<file path="src/rtl/uart_irq_pkg.sv">
package uart_irq_pkg;
  localparam int IRQ_W  = 11;
  localparam int B_CTS  = 1;
  localparam int B_RX   = 4;
  localparam int B_TX   = 5;
  localparam int B_TO   = 6;
  localparam int B_FE   = 7;   // err bits occupy B_FE .. B_FE+3
  localparam int ERR_N  = 4;

  // trigger point in entries; reserved codes fold onto 7/8
  function automatic int level_thresh(input logic [2:0] sel, input int depth);
    case (sel)
      3'd0:    return depth / 8;
      3'd1:    return depth / 4;
      3'd2:    return depth / 2;
      3'd3:    return (depth * 3) / 4;
      default: return (depth * 7) / 8;
    endcase
  endfunction
endpackage

</file>
<file path="src/rtl/uart_irq_level.sv">
module uart_irq_level #(
  parameter int DEPTH = 16,
  parameter int LVL_W = $clog2(DEPTH + 1),
  parameter bit IS_RX = 1'b1
) (
  input  logic             clk_i,
  input  logic             rst_ni,
  input  logic             fifo_en_i,
  input  logic [LVL_W-1:0] level_i,
  input  logic [2:0]       sel_i,
  input  logic             clr_i,
  output logic             irq_o
);
  import uart_irq_pkg::*;

  logic [LVL_W-1:0] thr;
  logic             hit, hit_q, set;

  assign thr = LVL_W'(level_thresh(sel_i, DEPTH));

  generate
    if (IS_RX) begin : g_rx
      assign hit = fifo_en_i ? (level_i >= thr) : (level_i != '0);
    end else begin : g_tx
      assign hit = fifo_en_i ? (level_i <= thr) : (level_i == '0);
    end
  endgenerate

  assign set = hit & ~hit_q;

  always_ff @(posedge clk_i or negedge rst_ni) begin
    if (!rst_ni) begin
      hit_q <= 1'b0;
      irq_o <= 1'b0;
    end else begin
      hit_q <= hit;
      irq_o <= set | (irq_o & hit & ~clr_i);
    end
  end

  p_level_rise_r2: assert property (@(posedge clk_i) disable iff (!rst_ni)
    $rose(irq_o) |-> $past(hit));
  p_level_fall_r2: assert property (@(posedge clk_i) disable iff (!rst_ni)
    !hit |=> !irq_o);
endmodule

</file>
<file path="src/rtl/uart_irq_timeout.sv">
module uart_irq_timeout #(
  parameter int TO_BITS = 32,
  parameter int CNT_W   = $clog2(TO_BITS + 1)
) (
  input  logic clk_i,
  input  logic rst_ni,
  input  logic tick_i,
  input  logic push_i,
  input  logic rx_empty_i,
  input  logic mask_i,
  input  logic clr_i,
  output logic irq_o
);
  logic [CNT_W-1:0] cnt_q;
  logic             expire;

  assign expire = tick_i & ~push_i & ~rx_empty_i & (cnt_q == CNT_W'(TO_BITS - 1));

  always_ff @(posedge clk_i or negedge rst_ni) begin
    if (!rst_ni) begin
      cnt_q <= '0;
      irq_o <= 1'b0;
    end else begin
      if (push_i || rx_empty_i)                     cnt_q <= '0;
      else if (tick_i && cnt_q != CNT_W'(TO_BITS))  cnt_q <= cnt_q + 1'b1;
      // mask doubles as enable: no set while masked off
      irq_o <= (expire & mask_i) | (irq_o & ~rx_empty_i & ~clr_i);
    end
  end

  p_to_mask_r6: assert property (@(posedge clk_i) disable iff (!rst_ni)
    $rose(irq_o) |-> $past(mask_i));
  p_to_drain_r5: assert property (@(posedge clk_i) disable iff (!rst_ni)
    rx_empty_i |=> !irq_o);
endmodule

</file>
<file path="src/rtl/uart_irq_sticky.sv">
module uart_irq_sticky #(
  parameter int W = 5
) (
  input  logic         clk_i,
  input  logic         rst_ni,
  input  logic [W-1:0] set_i,
  input  logic [W-1:0] clr_i,
  output logic [W-1:0] q_o
);
  always_ff @(posedge clk_i or negedge rst_ni) begin
    if (!rst_ni) q_o <= '0;
    else         q_o <= set_i | (q_o & ~clr_i);
  end

  for (genvar i = 0; i < W; i++) begin : g_chk
    p_sticky_set_r8: assert property (@(posedge clk_i) disable iff (!rst_ni)
      set_i[i] |=> q_o[i]);
    p_sticky_hold_r8: assert property (@(posedge clk_i) disable iff (!rst_ni)
      q_o[i] && !clr_i[i] |=> q_o[i]);
    p_sticky_clr_r7: assert property (@(posedge clk_i) disable iff (!rst_ni)
      clr_i[i] && !set_i[i] |=> !q_o[i]);
  end
endmodule

</file>
<file path="src/rtl/uart_irq_ctrl.sv">
module uart_irq_ctrl #(
  parameter int DEPTH   = 16,
  parameter int TO_BITS = 32,
  parameter int LVL_W   = $clog2(DEPTH + 1)
) (
  input  logic             clk_i,
  input  logic             rst_ni,
  input  logic             fifo_en_i,
  input  logic [LVL_W-1:0] rx_level_i,
  input  logic [LVL_W-1:0] tx_level_i,
  input  logic             rx_push_i,
  input  logic             bit_tick_i,
  input  logic [3:0]       rx_err_i,
  input  logic             cts_chg_i,
  input  logic             lvl_we_i,
  input  logic [5:0]       lvl_wdata_i,
  input  logic [10:0]      mask_i,
  input  logic             clr_we_i,
  input  logic [10:0]      clr_data_i,
  output logic [10:0]      raw_o,
  output logic [10:0]      masked_o,
  output logic             irq_o
);
  import uart_irq_pkg::*;

  localparam logic [2:0] SEL_RST = 3'd2;

  logic [2:0]       rx_sel_q, tx_sel_q;
  logic [IRQ_W-1:0] clr_v;
  logic             rx_irq, tx_irq, to_irq;
  logic [ERR_N:0]   stk_set, stk_clr, stk_q;
  logic             unused_clr;

  always_ff @(posedge clk_i or negedge rst_ni) begin
    if (!rst_ni) begin
      rx_sel_q <= SEL_RST;
      tx_sel_q <= SEL_RST;
    end else if (lvl_we_i) begin
      rx_sel_q <= lvl_wdata_i[5:3];
      tx_sel_q <= lvl_wdata_i[2:0];
    end
  end

  assign clr_v      = clr_we_i ? clr_data_i : '0;
  assign unused_clr = ^{clr_v[3:2], clr_v[0]};

  uart_irq_level #(.DEPTH(DEPTH), .LVL_W(LVL_W), .IS_RX(1'b1)) u_rx_lvl (
    .clk_i, .rst_ni, .fifo_en_i,
    .level_i(rx_level_i), .sel_i(rx_sel_q), .clr_i(clr_v[B_RX]), .irq_o(rx_irq)
  );

  uart_irq_level #(.DEPTH(DEPTH), .LVL_W(LVL_W), .IS_RX(1'b0)) u_tx_lvl (
    .clk_i, .rst_ni, .fifo_en_i,
    .level_i(tx_level_i), .sel_i(tx_sel_q), .clr_i(clr_v[B_TX]), .irq_o(tx_irq)
  );

  uart_irq_timeout #(.TO_BITS(TO_BITS)) u_to (
    .clk_i, .rst_ni, .tick_i(bit_tick_i), .push_i(rx_push_i),
    .rx_empty_i(rx_level_i == '0), .mask_i(mask_i[B_TO]),
    .clr_i(clr_v[B_TO]), .irq_o(to_irq)
  );

  // sticky slot 0 = cts, slots 1..4 = framing..overrun
  assign stk_set = {rx_err_i, cts_chg_i};
  assign stk_clr = {clr_v[B_FE+ERR_N-1:B_FE], clr_v[B_CTS]};

  uart_irq_sticky #(.W(ERR_N + 1)) u_stk (
    .clk_i, .rst_ni, .set_i(stk_set), .clr_i(stk_clr), .q_o(stk_q)
  );

  assign raw_o    = {stk_q[ERR_N:1], to_irq, tx_irq, rx_irq, 2'b00, stk_q[0], 1'b0};
  assign masked_o = raw_o & mask_i;
  assign irq_o    = |masked_o;

  p_unused_zero_r9: assert property (@(posedge clk_i) disable iff (!rst_ni)
    raw_o[0] == 1'b0 && raw_o[3:2] == 2'b00);
  p_irq_needs_mask_r9: assert property (@(posedge clk_i) disable iff (!rst_ni)
    irq_o |-> (mask_i != '0));
endmodule

</file>
<file path="config.mk">
export PLATFORM = sky130hd
export DESIGN_NAME = uart_irq_ctrl
export DESIGN_NICKNAME = d
export VERILOG_FILES = /design/src/rtl/uart_irq_pkg.sv /design/src/rtl/uart_irq_level.sv /design/src/rtl/uart_irq_timeout.sv /design/src/rtl/uart_irq_sticky.sv /design/src/rtl/uart_irq_ctrl.sv
export SDC_FILE = /design/constraint.sdc
export NUM_CORES = 1
export LEC_CHECK = 0
export ABC_AREA = 1
export BUFFER_PORTS_ARGS = -buffer_cell sky130_fd_sc_hd__buf_2
export CAP_MARGIN = 10
export CORE_ASPECT_RATIO = 0.5
export CORE_MARGIN = 2
export CORE_UTILIZATION = 40
export CTS_CLUSTER_DIAMETER = 100
export CTS_CLUSTER_SIZE = 40
export DETAILED_ROUTE_END_ITERATION = 16
export GPL_TIMING_DRIVEN = 1
export HOLD_SLACK_MARGIN = 0.15
export PLACE_DENSITY = 0.79
export SYNTH_ARGS = -nofsm -noshare
export SYNTH_HDL_FRONTEND = slang
export SYNTH_SLANG_ARGS = --single-unit
</file>
<file path="constraint.sdc">
create_clock -name clk_i -period 1.3 [get_ports clk_i]
set_input_delay 0.26 -clock clk_i [delete_from_list [all_inputs] [get_ports clk_i]]
set_output_delay 0.26 -clock clk_i [all_outputs]
set_load 0.01 [all_outputs]
</file>
==> results of run 1 <==
-- cells by family (layout without fill, tap and decap cells) --
logic type,after synthesis,after routing,synth area share [%]
AOI/OAI and AO/OA,16,16,7.387
adders and majority gates,8,8,7.207
buffers and inverters,43,106,14.14
DFF,22,22,39.82
muxes,4,4,3.243
other,1,6,0.2700
and+or+nand+nor,86,86,27.93
-- stage by stage --
| step | utilization [%] | TNS (ps) | instance area [µm²] | instances | power, mW |
|---|---|---|---|---|---|
| finish | 56.07 | -426.0 | 1894 | 290 | 1.690 |
| global route | 56.07 | -912.8 | 1894 | 290 | 1.785 |
| CTS | 54.11 | -457.9 | 1828 | 289 | 1.670 |
| detailed placement | 50.30 | -400.6 | 1699 | 278 | 1.154 |
| global placement | 50.30 | -184.4 | 1699 | 278 | 1.134 |
| floorplan | - | -50.68 | 1408 | 185 | 1.008 |
-- synth_stat cells, types with 4 or more instances --
master | n | share of area [%]
nand3_1 | 10 | 3.6
nand4_1 | 7 | 3.2
ha_1 | 8 | 7.2
a21o_1 | 5 | 2.7
inv_1 | 30 | 8.1
buf_4 | 9 | 4.9
nand2_1 | 40 | 11
nor2_1 | 21 | 5.7
mux2_2 | 4 | 3.2
o21ai_0 | 6 | 2.2
dfrtp_1 | 20 | 36
-- per-layer routing --
layer	vias up	share of wire, %
li1	687	-
met1	620	40
met2	30	56
met3	4	3.4
met4	0	1.1
met5	-	0
-- where the power goes --
part | switching, mW | internal (mW)
sequential | 0.0393 | 0.739
clock | 0.221 | 0.270
combinational | 0.216 | 0.205
total | 0.476 | 1.21
-- placed cells by master (no fill, tap or decap), drive strengths merged --
cell         count
dfrtp           20
o21ai            6
a21o             5
conb             6
mux2             4
or2              1
dlygate4sd3      1
nand2           41
inv             32
dfstp            2
a21oi            1
clkbuf           4
nand3           12
and3             1
o21bai           2
a21boi           2
nor2            22
buf             69
nand4            7
nand3b           2
ha               8
-- critical path: stages (launching register included) --
cell,delay (ps)
dfrtp_1,380
nand2_1,80
nand4_1,120
or2_4,240
buf_6,120
-- area by class of cell --
type	count	area share, %
Timing Repair Buffer	70	20.94
Sequential cell	22	29.33
Multi-Input combinational cell	120	37.71
Clock buffer	4	2.906
Tap cell	42	2.774
Inverter	32	6.341
-- state kept, by name, summed over array words and instances, names as in the netlist --
signal / count
rx_sel_q: 3
tx_sel_q: 3
u_rx_lvl.hit_q: 1
u_rx_lvl.irq_o: 1
u_stk.q_o: 5
u_to.cnt_q: 6
u_to.irq_o: 1
u_tx_lvl.hit_q: 1
u_tx_lvl.irq_o: 1
-- timing repair --
action / CTS / global route
endpoints found under the hold margin: 20 / 0
resized for setup: 6 / 16
setup buffers: 6 / 1
setup endpoints to repair: 5 / 10
pin swaps: 5 / 6
hold buffers: 1 / 0
-- how the worst min path moves through the flow --
stage	from	end	slack, ps	depth (start not counted)
floorplan	rst_ni	rx_sel_q[0]$_DFFE_PN0P_	-40	0
global placement	rst_ni	tx_sel_q[0]$_DFFE_PN0P_	250	1
detailed placement	rst_ni	tx_sel_q[0]$_DFFE_PN0P_	250	1
CTS	rx_err_i[1]	u_stk.q_o[2]$_DFF_PN0_	160	2
global route	cts_chg_i	u_stk.q_o[0]$_DFF_PN0_	170	2
finish	rx_err_i[2]	u_stk.q_o[3]$_DFF_PN0_	170	2
==> summary.md, run 1 <==
| Metric | Value |
|---|---|
| Status | `finished with violations` |
| Violated checks | `negative setup slack` |
| CP Capture Point | `irq_o` |
| Routed wire length | `3165 µm` |
| Maximum VDD drop | `0.5171 mV` |
| Sequential share of the synthesized area | `39.82%` |
| H-tree level count | `1` |
| Top Ports | `73` |
| Final Hold Viols | `0` |
| DIE WIDTH | `87.33 µm` |
| Fill cells | `295` |
| Synthesis Warnings | `0` |
| Crit Path Class | `reg -> out` |
| Largest net degree at the start of global routing | `23` |
| Crit end category | `output port` |
| Clock Path Buffers | `2` |
| HPWL Detailed | `2410 µm` |
| Setup ws final | `-167.7 ps` |
| Flop and latch count out of synthesis | `22` |
| Nets | `307` |
| # DRC | `0` |
| Fin. max-slew vios | `0` |
| Clk_lat worst skew | `270 ps` |
| Total grt overflow | `0` |
| Post-Synthesis Cells | `180` |
| Area Growth Syn to Fin | `36.40%` |
| Antenna cells | `0` |
| DR WL/cell | `10.91 µm` |
| Post-DR vias/cell | `4.624` |
| Max Fclk | `roughly 680 MHz` |
| R2R depth | `8` |
| Synth unique cells | `25` |
| Initial antenna violation count | `0` |
| Gpl congestion | `0.8646` |
| Fraction of layout cells with a size suffix above 1 | `about two fifths` |
| CP Launch Point | `u_to.irq_o$_DFF_PN0_` |
| Layer with the highest usage | `met2` |
| Core area | `3378 µm²` |
| DRT Pass-1 Iters | `4` |
| Post-synth ARST share | `100.0%` |
| Critical Path AT | `1210 ps` |
| Initial Util | `41.11%` |
| Grt met2 use | `between 30% and 40%` |
| Setup Viol. Count Final | `5` |
| Start of the worst register-to-register path | `rx_sel_q[1]$_DFFE_PN1P_` |
| Sink Count | `22` |
| Total global-route track usage | `15.72%` |
| CP required | `around 1000 ps` |
| Cts bufs inserted | `3` |
| Place WS | `-126.8 ps` |
| Antenna Nets Post-Route | `0` |
| Vias | `1341` |
| Leak | `1.082 nW` |
| HP Class | `in -> reg` |
| Site Rows | `15` |
| Reg2reg end | `u_rx_lvl.irq_o$_DFF_PN0_` |
| Period minus WS final | `1468 ps` |
| Fin Hold WS | `165.9 ps` |
| Final Cycle Share | `112.9%` |
| Die height | `45.67 µm` |
| Root buf cell | `clkbuf_8` |
| RSZ-0062 raised after global routing | `true` |
| Vias in the first global route | `1177` |
| Met1 global-route usage | `between 15 and 20%` |
| Post-synthesis average cell area | `roughly 7.7 µm²` |
| Flop-to-flop setup slack | `-110 ps` |
| Worst Skew | `0.4046 ps` |
| Reg clk slew, reported paths | `80 ps` |
| TritonCTS clock tree | `built` |
| Power Dens Cells | `892.3 nW/µm²` |
| Synthesized cell area | `1389 µm²` |
| Port Buffer Count | `60` |
| Post-synth EDFFs | `0` |
| Reg area | `555.5 µm²` |
| Setup crit start kind | `flip-flop` |
| Most used flip-flop cell after synthesis | `dfrtp_1` |
| Max Cap Viol | `0` |
| CP max FO | `2` |
| Die ar. | `about 4000 µm²` |
| Detailed Route Iter0 Violations | `96` |
| M3 GR Usage | `around 3.8%` |
| First-pass GRT wire length | `around 4800 µm` |
| Area of the multi-input gates | `714.4 µm²` |
Power figures use the tool's default switching activity.
==> run 2, diff against run 1 <==
==> constraint.sdc (replaced) <==
create_clock -name clk_i -period 1.3 [get_ports clk_i]
set_input_delay 0.26 -clock clk_i [delete_from_list [all_inputs] [get_ports clk_i]]
set_output_delay 0.26 -clock clk_i [all_outputs]
set_load 0.05 [all_outputs]
==> summary.md, run 2 (synthesis gave the netlist of run 1 again) <==
| Metric | Value |
|---|---|
| Antenna cells | `0 (unchanged)` |
| P_sw | `0.6258 mW (was 0.4760 mW)` |
| Flop-to-flop setup slack | `-150 ps (was -110 ps)` |
| Critical Path AT | `1270 ps (was 1210 ps)` |
| Crit-path cells | `nand2_1 -> nand4_1 -> or2_4 -> buf_6 (unchanged)` |
| DR WL/cell | `11.19 µm (was 10.91 µm)` |
| Root buf cell | `clkbuf_8 (unchanged)` |
| Clock Path Buffers | `2 (unchanged)` |
| CP top delay family | `simple AND/OR/NAND/NOR gates (unchanged)` |
| Internal Dissipation | `1.223 mW (was 1.214 mW)` |
| Max Cap Viol | `0 (unchanged)` |
| Worst Skew | `1.262 ps (was 0.4046 ps)` |
| Initial antenna violation count | `0 (unchanged)` |
| Vias | `1329 (was 1341)` |
| Max reg flops | `6 (unchanged)` |
| Clk_lat worst skew | `260 ps (was 270 ps)` |
| R2R depth | `8 (unchanged)` |
| Biggest register | `u_to.cnt_q (unchanged)` |
| HP Class | `in -> reg (unchanged)` |
| DRT Pass-1 Iters | `4 (unchanged)` |
| Hold depth | `2 (unchanged)` |
| Largest net degree at the start of global routing | `23 (unchanged)` |
| CP Launch Point | `u_stk.q_o[4]$_DFF_PN0_ (was u_to.irq_o$_DFF_PN0_)` |
| Crit Path Class | `reg -> out (unchanged)` |
| Setup Viol. Count Final | `6 (was 5)` |
| Crit end category | `output port (unchanged)` |
| Die ar. | `3988 µm² (unchanged)` |
| Core area | `3378 µm² (unchanged)` |
| First-pass GRT wire length | `5106 µm (was 4809 µm)` |
| Placed cell count | `278 (unchanged)` |
| CP Capture Point | `irq_o (unchanged)` |
| Start of the worst register-to-register path | `rx_sel_q[1]$_DFFE_PN1P_ (unchanged)` |
| Total grt overflow | `0 (unchanged)` |
| CP max FO | `3 (was 2)` |
| Violated checks | `negative setup slack (unchanged)` |
| Clock share of power | `26.3% (was 29.0%)` |
| Power Dens Cells | `975.3 nW/µm² (was 892.3 nW/µm²)` |
| Sw Ratio | `33.85% (was 28.16%)` |
| Setup ws final | `-227.9 ps (was -167.7 ps)` |
| Port Buffer Count | `60 (unchanged)` |
| Leak | `1.077 nW (was 1.082 nW)` |
| Slowest cell on crit path | `dfrtp_2 (was dfrtp_1)` |
| Gpl congestion | `0.7980 (was 0.8646)` |
| Biggest regs | `u_to.cnt_q (6), u_stk.q_o (5) (unchanged)` |
| Die height | `45.67 µm (unchanged)` |
| Cts bufs inserted | `3 (unchanged)` |
| Initial Util | `41.11% (unchanged)` |
| Sequential share of power | `42.3% (was 46.1%)` |
| Routed wire length | `3234 µm (was 3165 µm)` |
| Most frequent cells in the layout | `buf_2, nand2_1, inv_1 (unchanged)` |
| Antenna Nets Post-Route | `0 (unchanged)` |
| Reg clk slew, reported paths | `80 ps (about the same)` |
| Crit path depth | `4 (unchanged)` |
| CP required | `1040 ps (about the same)` |
| Area Growth Syn to Fin | `36.49% (was 36.40%)` |
| Nets | `306 (was 307)` |
| Reg2reg end | `u_rx_lvl.irq_o$_DFF_PN0_ (unchanged)` |
| Slowest stage delay, CP | `420 ps (was 380 ps)` |
| Final Hold Viols | `0 (unchanged)` |
| Setup crit start kind | `flip-flop (unchanged)` |
| RSZ-0062 raised after global routing | `true (unchanged)` |
| Fin. max-slew vios | `0 (unchanged)` |
| Site Rows | `15 (unchanged)` |
| Post-DR vias/cell | `4.599 (was 4.624)` |
| Sink Count | `22 (unchanged)` |
| # DRC | `0 (unchanged)` |
| Fraction of layout cells with a size suffix above 1 | `42.11% (was 39.92%)` |
| Top Ports | `73 (unchanged)` |
| Max Fclk | `654.5 MHz (was 681.3 MHz)` |
| Vias in the first global route | `1226 (was 1177)` |
| Setup TNS Final | `-619.7 ps (was -426.0 ps)` |
| Status | `finished with violations (unchanged)` |
| Non-filler cells, final | `289 (was 290)` |
| Utilization after layout | `56.11% (was 56.07%)` |
| DIE WIDTH | `87.33 µm (unchanged)` |
| H-tree level count | `1 (unchanged)` |
| TritonCTS clock tree | `built (unchanged)` |
| Logic gate share of total power | `31.4% (was 24.9%)` |
| Fin Hold WS | `170.7 ps (was 165.9 ps)` |
| Maximum VDD drop | `0.6399 mV (was 0.5171 mV)` |
| Commonest non-fill, non-tap cell in the layout | `buf_2 (unchanged)` |
| Final Cycle Share | `117.5% (was 112.9%)` |
| Worst Path Buf+Inv | `1 (unchanged)` |
| HPWL Detailed | `2404 µm (was 2410 µm)` |
| Period minus WS final | `1528 ps (was 1468 ps)` |
| Total global-route track usage | `16.67% (was 15.72%)` |
| Detailed Route Iter0 Violations | `45 (was 96)` |
[run 2: cell count changes in the layout (fill, tap and decap cells not counted), moves of 5 or more]
cell / change
dfrtp_1: -5
clkbuf_4: +5
nand2_1: -5
dfrtp_2: +5
buf_2: -5
nand2_2: +5
[run 2: metal layers]
layer	track usage, %	share of wire, %	vias to the layer above
li1	-	-	685
met1	18.71	40	617
met3	3.623	3.2	4
met5	0	0	-
met4	4.923	1.1	0
met2	32.58	56	23
[run 2: what timing repair did]
action / CTS / global route
hold endpoints to repair: 20 / 0
hold buffers: 1 / 0
endpoints found under the setup margin: 5 / 19
setup buffers: 3 / 3
pin swaps: 1 / 4
resized for setup: 4 / 26
cloned: 0 / 0
[run 2: cell type report]
class	instances	area (µm²)
clock buffer	4	55.05
timing repair buffer	69	397.9
inverter	32	120.1
multi-input combinational	120	708.2
fill	293	1483
tap	42	52.55
sequential	22	561.8
[run 2: how the worst min path moves through the flow]
| stage | from | end | slack, ps |
|---|---|---|---|
| floorplan | rst_ni | rx_sel_q[0]$_DFFE_PN0P_ | -40 |
| global placement | rst_ni | rx_sel_q[0]$_DFFE_PN0P_ | 250 |
| detailed placement | rst_ni | tx_sel_q[0]$_DFFE_PN0P_ | 260 |
| CTS | rx_err_i[3] | u_stk.q_o[4]$_DFF_PN0_ | 170 |
| global route | rx_err_i[2] | u_stk.q_o[3]$_DFF_PN0_ | 170 |
| finish | rx_err_i[1] | u_stk.q_o[2]$_DFF_PN0_ | 170 |
[run 2: stage by stage]
step	total power, mW	setup WS (ps)	instance area, µm²
after floorplan	1.164	-29.58	1416
after CTS	1.813	-225.9	1804
after global routing	1.951	-289.7	1896
after global placement	1.283	-70.81	1708
final	1.849	-227.9	1896
after detailed placement	1.302	-117.9	1708
[run 2: power groups by stage]
stage / Sequential (mW) / Combinational [mW] / Clock (mW)
3_5_place_dp: 0.791 / 0.511 / 0
3_3_place_gp: 0.789 / 0.494 / 0
4_1_cts: 0.778 / 0.538 / 0.496
6_report: 0.783 / 0.580 / 0.486
5_1_grt: 0.788 / 0.637 / 0.526
2_1_floorplan: 0.819 / 0.344 / 0
